**config.mk**
```make
export PLATFORM = sky130hd
export DESIGN_NAME = pd_sequencer
export DESIGN_NICKNAME = d
export VERILOG_FILES = /design/src/rtl/pd_seq_pkg.sv /design/src/rtl/pd_key_gate.sv /design/src/rtl/pd_wait_timer.sv /design/src/rtl/pd_seq_fsm.sv /design/src/rtl/pd_sequencer.sv
export SDC_FILE = /design/constraint.sdc
export NUM_CORES = 1
export LEC_CHECK = 0
export ABC_AREA = 0
export BUFFER_PORTS_ARGS = -buffer_cell sky130_fd_sc_hd__buf_2
export CELL_PAD_IN_SITES_DETAIL_PLACEMENT = 1
export CELL_PAD_IN_SITES_GLOBAL_PLACEMENT = 2
export CORE_MARGIN = 4
export CORE_UTILIZATION = 29
export DETAILED_ROUTE_END_ITERATION = 6
export GPL_ROUTABILITY_DRIVEN = 0
export HOLD_SLACK_MARGIN = 0.06
export PLACE_DENSITY = 0.82
export SLEW_MARGIN = 40
export SYNTH_ARGS = -nofsm -noshare
export SYNTH_HDL_FRONTEND = slang
export SYNTH_SLANG_ARGS = --single-unit
```
**constraint.sdc**
```tcl
create_clock -name clk -period 2.65 [get_ports clk]
set_input_delay 0 -clock clk [delete_from_list [all_inputs] [get_ports clk]]
set_output_delay 0 -clock clk [all_outputs]
set_load 0.05 [all_outputs]
```
**src/rtl/pd_seq_pkg.sv**
```systemverilog
package pd_seq_pkg;
  localparam int SRAM_W = 4;
  localparam int CTRL_W = 16;
  localparam logic [15:0] UNLOCK_KEY = 16'h0B16;
  localparam int B_RSTB = 0;
  localparam int B_ISO  = 1;
  localparam int B_PON  = 2;
  localparam int B_PON2 = 3;
  localparam int B_CLKD = 4;
  localparam int B_SRAM = 8;

  typedef enum logic [4:0] {
    S_OFF, S_ON, S_FAULT,
    U_PA, U_PB, U_WSW, U_CLK, U_ISO, U_RST, U_SRAM, U_WSR, U_BP, U_WBP,
    D_BP, D_WBP, D_SRAM, D_WSR, D_ISO, D_RST, D_CLK, D_PA, D_PB, D_WSW
  } seq_state_e;
endpackage

```
**src/rtl/pd_key_gate.sv**
```systemverilog
module pd_key_gate
  import pd_seq_pkg::*;
(
  input  logic        clk,
  input  logic        rst_n,
  input  logic        key_we,
  input  logic [31:0] key_data,
  output logic        unlocked
);
  logic unl_q, unl_d;
  logic unused_bits;

  assign unused_bits = ^key_data[15:1];

  always_comb begin
    unl_d = (key_data[31:16] == UNLOCK_KEY) && key_data[0];
  end

  always_ff @(posedge clk or negedge rst_n) begin
    if (!rst_n)      unl_q <= 1'b0;
    else if (key_we) unl_q <= unl_d;
  end

  assign unlocked = unl_q;
endmodule

```
**src/rtl/pd_wait_timer.sv**
```systemverilog
module pd_wait_timer #(
  parameter int LIMIT    = 100,
  parameter int PRESCALE = 1
) (
  input  logic clk,
  input  logic rst_n,
  input  logic run,
  output logic expired
);
  localparam int CW = (LIMIT > 1) ? $clog2(LIMIT) : 1;
  logic [CW-1:0] cnt_q, cnt_d;
  logic          tick;

  generate
    if (PRESCALE > 1) begin : g_pre
      localparam int PW = $clog2(PRESCALE);
      logic [PW-1:0] pre_q, pre_d;
      assign tick = (pre_q == PW'(PRESCALE - 1));
      always_comb begin
        if (!run)      pre_d = '0;
        else if (tick) pre_d = '0;
        else           pre_d = pre_q + 1'b1;
      end
      always_ff @(posedge clk or negedge rst_n) begin
        if (!rst_n) pre_q <= '0;
        else        pre_q <= pre_d;
      end
    end else begin : g_nopre
      assign tick = 1'b1;
    end
  endgenerate

  always_comb begin
    if (!run)      cnt_d = '0;
    else if (tick) cnt_d = cnt_q + 1'b1;
    else           cnt_d = cnt_q;
  end

  always_ff @(posedge clk or negedge rst_n) begin
    if (!rst_n) cnt_q <= '0;
    else        cnt_q <= cnt_d;
  end

  assign expired = run && tick && (cnt_q == CW'(LIMIT - 1));
endmodule

```
**src/rtl/pd_seq_fsm.sv**
```systemverilog
module pd_seq_fsm
  import pd_seq_pkg::*;
#(
  parameter bit               BPROT_EN = 1'b1,
  parameter logic [SRAM_W-1:0] ACK_MASK = '1
) (
  input  logic              clk,
  input  logic              rst_n,
  input  logic              unlocked,
  input  logic              req_valid,
  input  logic              req_on,
  input  logic              sw_ack_a,
  input  logic              sw_ack_b,
  input  logic [SRAM_W-1:0] sram_ack,
  input  logic              bprot_ack,
  input  logic              expired,
  output logic              wait_run,
  output logic [CTRL_W-1:0] ctrl_word,
  output logic              bprot_req,
  output logic              busy,
  output logic              done,
  output logic              reject,
  output logic              fault
);
  seq_state_e st_q, st_d;
  logic pa_q, pa_d, pb_q, pb_d, iso_q, iso_d, rstb_q, rstb_d, clkd_q, clkd_d;
  logic bp_q, bp_d, done_q, done_d, rej_q, rej_d;
  logic [SRAM_W-1:0] sram_q, sram_d;
  logic wait_ok;
  logic idle;

  assign idle = (st_q == S_OFF) || (st_q == S_ON) || (st_q == S_FAULT);

  always_comb begin
    st_d = st_q;  pa_d = pa_q;  pb_d = pb_q;  iso_d = iso_q;
    rstb_d = rstb_q;  clkd_d = clkd_q;  sram_d = sram_q;  bp_d = bp_q;
    done_d = 1'b0;
    rej_d  = !idle && req_valid;
    wait_run = 1'b0;
    wait_ok  = 1'b0;
    case (st_q)
      S_OFF, S_ON, S_FAULT: begin
        if (req_valid && unlocked) begin
          if ((st_q != S_FAULT) && (req_on == (st_q == S_ON))) done_d = 1'b1;
          else if (req_on)  st_d = U_PA;
          else if (BPROT_EN) st_d = D_BP;
          else               st_d = D_SRAM;
        end
      end
      U_PA:   begin pa_d = 1'b1;   st_d = U_PB;  end
      U_PB:   begin pb_d = 1'b1;   st_d = U_WSW; end
      U_WSW:  begin
        wait_run = 1'b1;
        wait_ok  = sw_ack_a && sw_ack_b;
        if (wait_ok) st_d = U_CLK;
      end
      U_CLK:  begin clkd_d = 1'b0; st_d = U_ISO;  end
      U_ISO:  begin iso_d = 1'b0;  st_d = U_RST;  end
      U_RST:  begin rstb_d = 1'b1; st_d = U_SRAM; end
      U_SRAM: begin sram_d = '0;   st_d = U_WSR;  end
      U_WSR:  begin
        wait_run = 1'b1;
        wait_ok  = ((sram_ack & ACK_MASK) == '0);
        if (wait_ok) begin
          st_d   = BPROT_EN ? U_BP : S_ON;
          done_d = !BPROT_EN;
        end
      end
      U_BP:   begin bp_d = 1'b0; st_d = U_WBP; end
      U_WBP:  begin
        wait_run = 1'b1;
        wait_ok  = !bprot_ack;
        if (wait_ok) begin st_d = S_ON; done_d = 1'b1; end
      end
      D_BP:   begin bp_d = 1'b1; st_d = D_WBP; end
      D_WBP:  begin
        wait_run = 1'b1;
        wait_ok  = bprot_ack;
        if (wait_ok) st_d = D_SRAM;
      end
      D_SRAM: begin sram_d = '1; st_d = D_WSR; end
      D_WSR:  begin
        wait_run = 1'b1;
        wait_ok  = ((sram_ack & ACK_MASK) == ACK_MASK);
        if (wait_ok) st_d = D_ISO;
      end
      D_ISO:  begin iso_d = 1'b1;  st_d = D_RST; end
      D_RST:  begin rstb_d = 1'b0; st_d = D_CLK; end
      D_CLK:  begin clkd_d = 1'b1; st_d = D_PA;  end
      D_PA:   begin pa_d = 1'b0;   st_d = D_PB;  end
      D_PB:   begin pb_d = 1'b0;   st_d = D_WSW; end
      D_WSW:  begin
        wait_run = 1'b1;
        wait_ok  = !sw_ack_a && !sw_ack_b;
        if (wait_ok) begin st_d = S_OFF; done_d = 1'b1; end
      end
      default: st_d = S_FAULT;
    endcase
    if (wait_run && !wait_ok && expired) st_d = S_FAULT;
  end

  always_ff @(posedge clk or negedge rst_n) begin
    if (!rst_n) begin
      st_q   <= S_OFF;
      pa_q   <= 1'b0;
      pb_q   <= 1'b0;
      iso_q  <= 1'b1;
      rstb_q <= 1'b0;
      clkd_q <= 1'b1;
      sram_q <= '1;
      bp_q   <= BPROT_EN;
      done_q <= 1'b0;
      rej_q  <= 1'b0;
    end else begin
      st_q   <= st_d;
      pa_q   <= pa_d;
      pb_q   <= pb_d;
      iso_q  <= iso_d;
      rstb_q <= rstb_d;
      clkd_q <= clkd_d;
      sram_q <= sram_d;
      bp_q   <= bp_d;
      done_q <= done_d;
      rej_q  <= rej_d;
    end
  end

  always_comb begin
    ctrl_word = '0;
    ctrl_word[B_RSTB] = rstb_q;
    ctrl_word[B_ISO]  = iso_q;
    ctrl_word[B_PON]  = pa_q;
    ctrl_word[B_PON2] = pb_q;
    ctrl_word[B_CLKD] = clkd_q;
    ctrl_word[B_SRAM +: SRAM_W] = sram_q;
  end

  assign bprot_req = bp_q;
  assign busy      = !idle;
  assign done      = done_q;
  assign reject    = rej_q;
  assign fault     = (st_q == S_FAULT);
endmodule

```
**src/rtl/pd_sequencer.sv**
```systemverilog
module pd_sequencer
  import pd_seq_pkg::*;
#(
  parameter bit                BPROT_EN = 1'b1,
  parameter logic [SRAM_W-1:0] ACK_MASK = 4'hF,
  parameter int                TIMEOUT  = 100,
  parameter int                PRESCALE = 1
) (
  input  logic        clk,
  input  logic        rst_n,
  input  logic        key_we,
  input  logic [31:0] key_data,
  input  logic        req_valid,
  input  logic        req_on,
  input  logic        sw_ack_a,
  input  logic        sw_ack_b,
  input  logic [3:0]  sram_ack,
  input  logic        bprot_ack,
  output logic [15:0] ctrl_word,
  output logic        bprot_req,
  output logic        busy,
  output logic        done,
  output logic        reject,
  output logic        timeout_err,
  output logic        dom_on,
  output logic        dom_mixed
);
  logic unlocked, wait_run, expired;

  pd_key_gate u_key (
    .clk(clk), .rst_n(rst_n), .key_we(key_we), .key_data(key_data), .unlocked(unlocked)
  );

  pd_wait_timer #(.LIMIT(TIMEOUT), .PRESCALE(PRESCALE)) u_timer (
    .clk(clk), .rst_n(rst_n), .run(wait_run), .expired(expired)
  );

  pd_seq_fsm #(.BPROT_EN(BPROT_EN), .ACK_MASK(ACK_MASK)) u_fsm (
    .clk(clk), .rst_n(rst_n), .unlocked(unlocked),
    .req_valid(req_valid), .req_on(req_on),
    .sw_ack_a(sw_ack_a), .sw_ack_b(sw_ack_b),
    .sram_ack(sram_ack), .bprot_ack(bprot_ack),
    .expired(expired), .wait_run(wait_run),
    .ctrl_word(ctrl_word), .bprot_req(bprot_req),
    .busy(busy), .done(done), .reject(reject), .fault(timeout_err)
  );

  assign dom_on    = sw_ack_a && sw_ack_b;
  assign dom_mixed = sw_ack_a ^ sw_ack_b;
endmodule

```
==> metrics.yaml <==
synthArstFlopShare: 1.00
status: "finished, final reports clean"
grt_pass1_wl_mm: 7.64
grt_pass1_vias: 1596
max_freq_mhz: 482
clock_skew_ns: 0.00587
synth.distinct_cells: 57
cts_max_path_buffers: 2
final_cell_mix: "44 x buf_2, 18 x nor2_1, 18 x dfrtp_1, 17 x o21ai_0, 12 x nand2_1"
holdWs_ns: 0.230
worstSetupStartpointType: "flip-flop"
setup_tns_ns: 0
dr.pass1.iters: 6
hold_class: "primary input to async pin"
cp.arrival_ns: 2.27
placed_cell_area_sq_um: 1840
report.final.setup_viol: 0
path_class: "flip-flop to flip-flop"
gr-usage-all-layers: 0.133
fillCellCount: 663
synth.avg_cell_area_sq_um: 8.98
layout-drive-gt1-share: 0.321
synthCells: 184
maxSlewHeadroom: 0.536
p_total_mw: 2.08
path_clk_slew_ns: 0.09
via_per_inst: 5.05
ys_ff_latch: 22
seq_area_frac_synth: 0.336
clk_root_buffer_cell: "clkbuf_8"
period_share: 0.782
worstPathMaxFanout: 21
die_area_sq_um: 6970
fin_area_sq_um: 1930
start_util: 0.300
max-vdd-ir-drop_uv: 294
clkSinkCount: 22
antenna_found_initial: 0
syn_to_final_growth_pct: 17.0
rows: 27
seqCellArea_sq_um: 556
finalCriticalPeriod_ns: 2.07
synth-edff-count: 0
maxSlewViolCount: 0
dr.first_iter.drc_count: 66
fin_cells: 293
hold_violations: 0
timing.max_cap.violations: 0
grt_setup_unrepaired: "no"
postRouteAntennaNets: 0
vias: 1481
crit_required_ns: 2.85
fp.dieH_microns: 83.5
place_hpwl_mm: 3.25
clock_latency_ns: 0.27
p_leak_nw: 0.832
grt_start_max_net_pins: 23
numCtsBuffers: 3
multi_input_area_sq_um: 933
overflow: 0
drcViolationCount: 0
worst_pin_slew_ns: 0.697
nets: 269
htree_num_levels: 1
endpoint_kind: "flip-flop"
core_area_sq_um: 5510
die_w_microns: 83.5
dp_cells: 285
synth_top_flop_cell: "dfrtp_1"
io_buffers: 44
netlist_area_sq_um: 1650
num_antenna_cells: 0
io_pins: 67
wl_per_cell_microns: 14.9
cts_tree: "yes"
p_per_area_nw_per_um2: 1080
yosysWarnings: 0
final_common_cell: "buf_2"
routed_wirelength_mm: 4.36
## power by group
group          internal [mW]  switching (mW)  leakage, nW
registers              0.430           0.207        0.265
clock network          0.133           0.121       0.0288
logic                  0.441           0.747        0.539
## routing by layer
metal / global-route usage / part of all wire / vias to the layer above
li1: - / - / 718
met1: 0.163 / 0.44 / 719
met2: 0.229 / 0.50 / 40
met3: 0.0296 / 0.049 / 4
met4: 0.0439 / 0.012 / 0
met5: 0 / 0 / -
## through the flow
stage | util | worst slack (ns)
after floorplan | - | 0.987
after CTS | 0.351 | 0.565
final | 0.351 | 0.577
after detailed placement | 0.334 | 0.571
after global routing | 0.351 | 0.369
after global placement | 0.334 | 0.610
## final timing paths
path	start	to	slack [ns]	cells after the start
max in group asynchronous	rst_n	u_fsm.clkd_q	2.05	2
hold / removal	rst_n	u_fsm.st_q[1]	0.23	2
min in group clk	req_on	u_fsm.st_q[3]	0.29	6
setup reg to reg	u_fsm.st_q[1]	u_fsm.st_q[1]	0.58	5
hold reg to reg	u_timer.cnt_q[0]	u_timer.cnt_q[0]	0.46	1
setup / recovery	u_fsm.st_q[1]	u_fsm.st_q[1]	0.58	5
## registers in the layout, indices dropped and copies added, names as in the netlist
signal / cells
u_key.unlocked: 1
u_fsm.rstb_q: 1
u_fsm.iso_q: 1
u_fsm.sram_q: 1
u_timer.cnt_q: 7
u_fsm.st_q: 5
u_fsm.pb_q: 1
u_fsm.reject: 1
u_fsm.done: 1
u_fsm.bprot_req: 1
u_fsm.pa_q: 1
u_fsm.clkd_q: 1
## what timing repair did
item,4_1_cts,5_1_grt
endpoints found under the hold margin,21,0
setup buffers,0,0
hold buffers,4,0
resized for setup,0,0
## final cells by class
type                       count  area share
timing repair buffer          50       0.142
sequential                    22       0.288
tap                           72      0.0466
inverter                       6      0.0117
multi-input combinational    139       0.483
clock buffer                   4      0.0285
## cell usage after synthesis (all sizes together) (2+ instances only)
cell    count  share of area
nand2      12          0.027
nor3b       2          0.015
and2b       2          0.011
nand3       6          0.018
a21oi       9          0.027
dfrtp      18           0.27
nor3        3         0.0091
nor4b       2          0.020
o21ai      18          0.057
xnor2       4          0.021
dfstp       4          0.064
nor2       18          0.041
and2        2         0.0076
and3        4          0.021
o22ai       4          0.015
xor2        3          0.016
a31oi       7          0.027
inv         6          0.014
a211oi      2          0.012
ha          3          0.023
nor2b       2         0.0076
buf        22          0.096
nor4bb      3          0.018
nand4b      2          0.011
nand2b      3          0.016
or2         3          0.011
## critical path: stages, from the launching register on
cell and delay [ns]:
dfrtp_1 0.80, nor2_1 0.20, nor4_2 0.30, a221oi_4 0.12
nor4b_4 0.41, o21bai_1 0.17
## kinds of logic (layout without fill, tap and decap cells)
| family | count (synthesis) | after routing | share of synthesized area |
|---|---|---|---|
| and+or+nand+nor | 71 | 71 | 0.272 |
| AOI/OAI and AO/OA | 51 | 51 | 0.217 |
| buffers and inverters | 29 | 60 | 0.112 |
| DFF | 22 | 22 | 0.336 |
| xor gates and xnor gates | 7 | 7 | 0.0371 |
| adders and majority gates | 3 | 3 | 0.0227 |
| other | 1 | 7 | 0.00227 |
No activity file was read; power rests on OpenSTA's default activity.
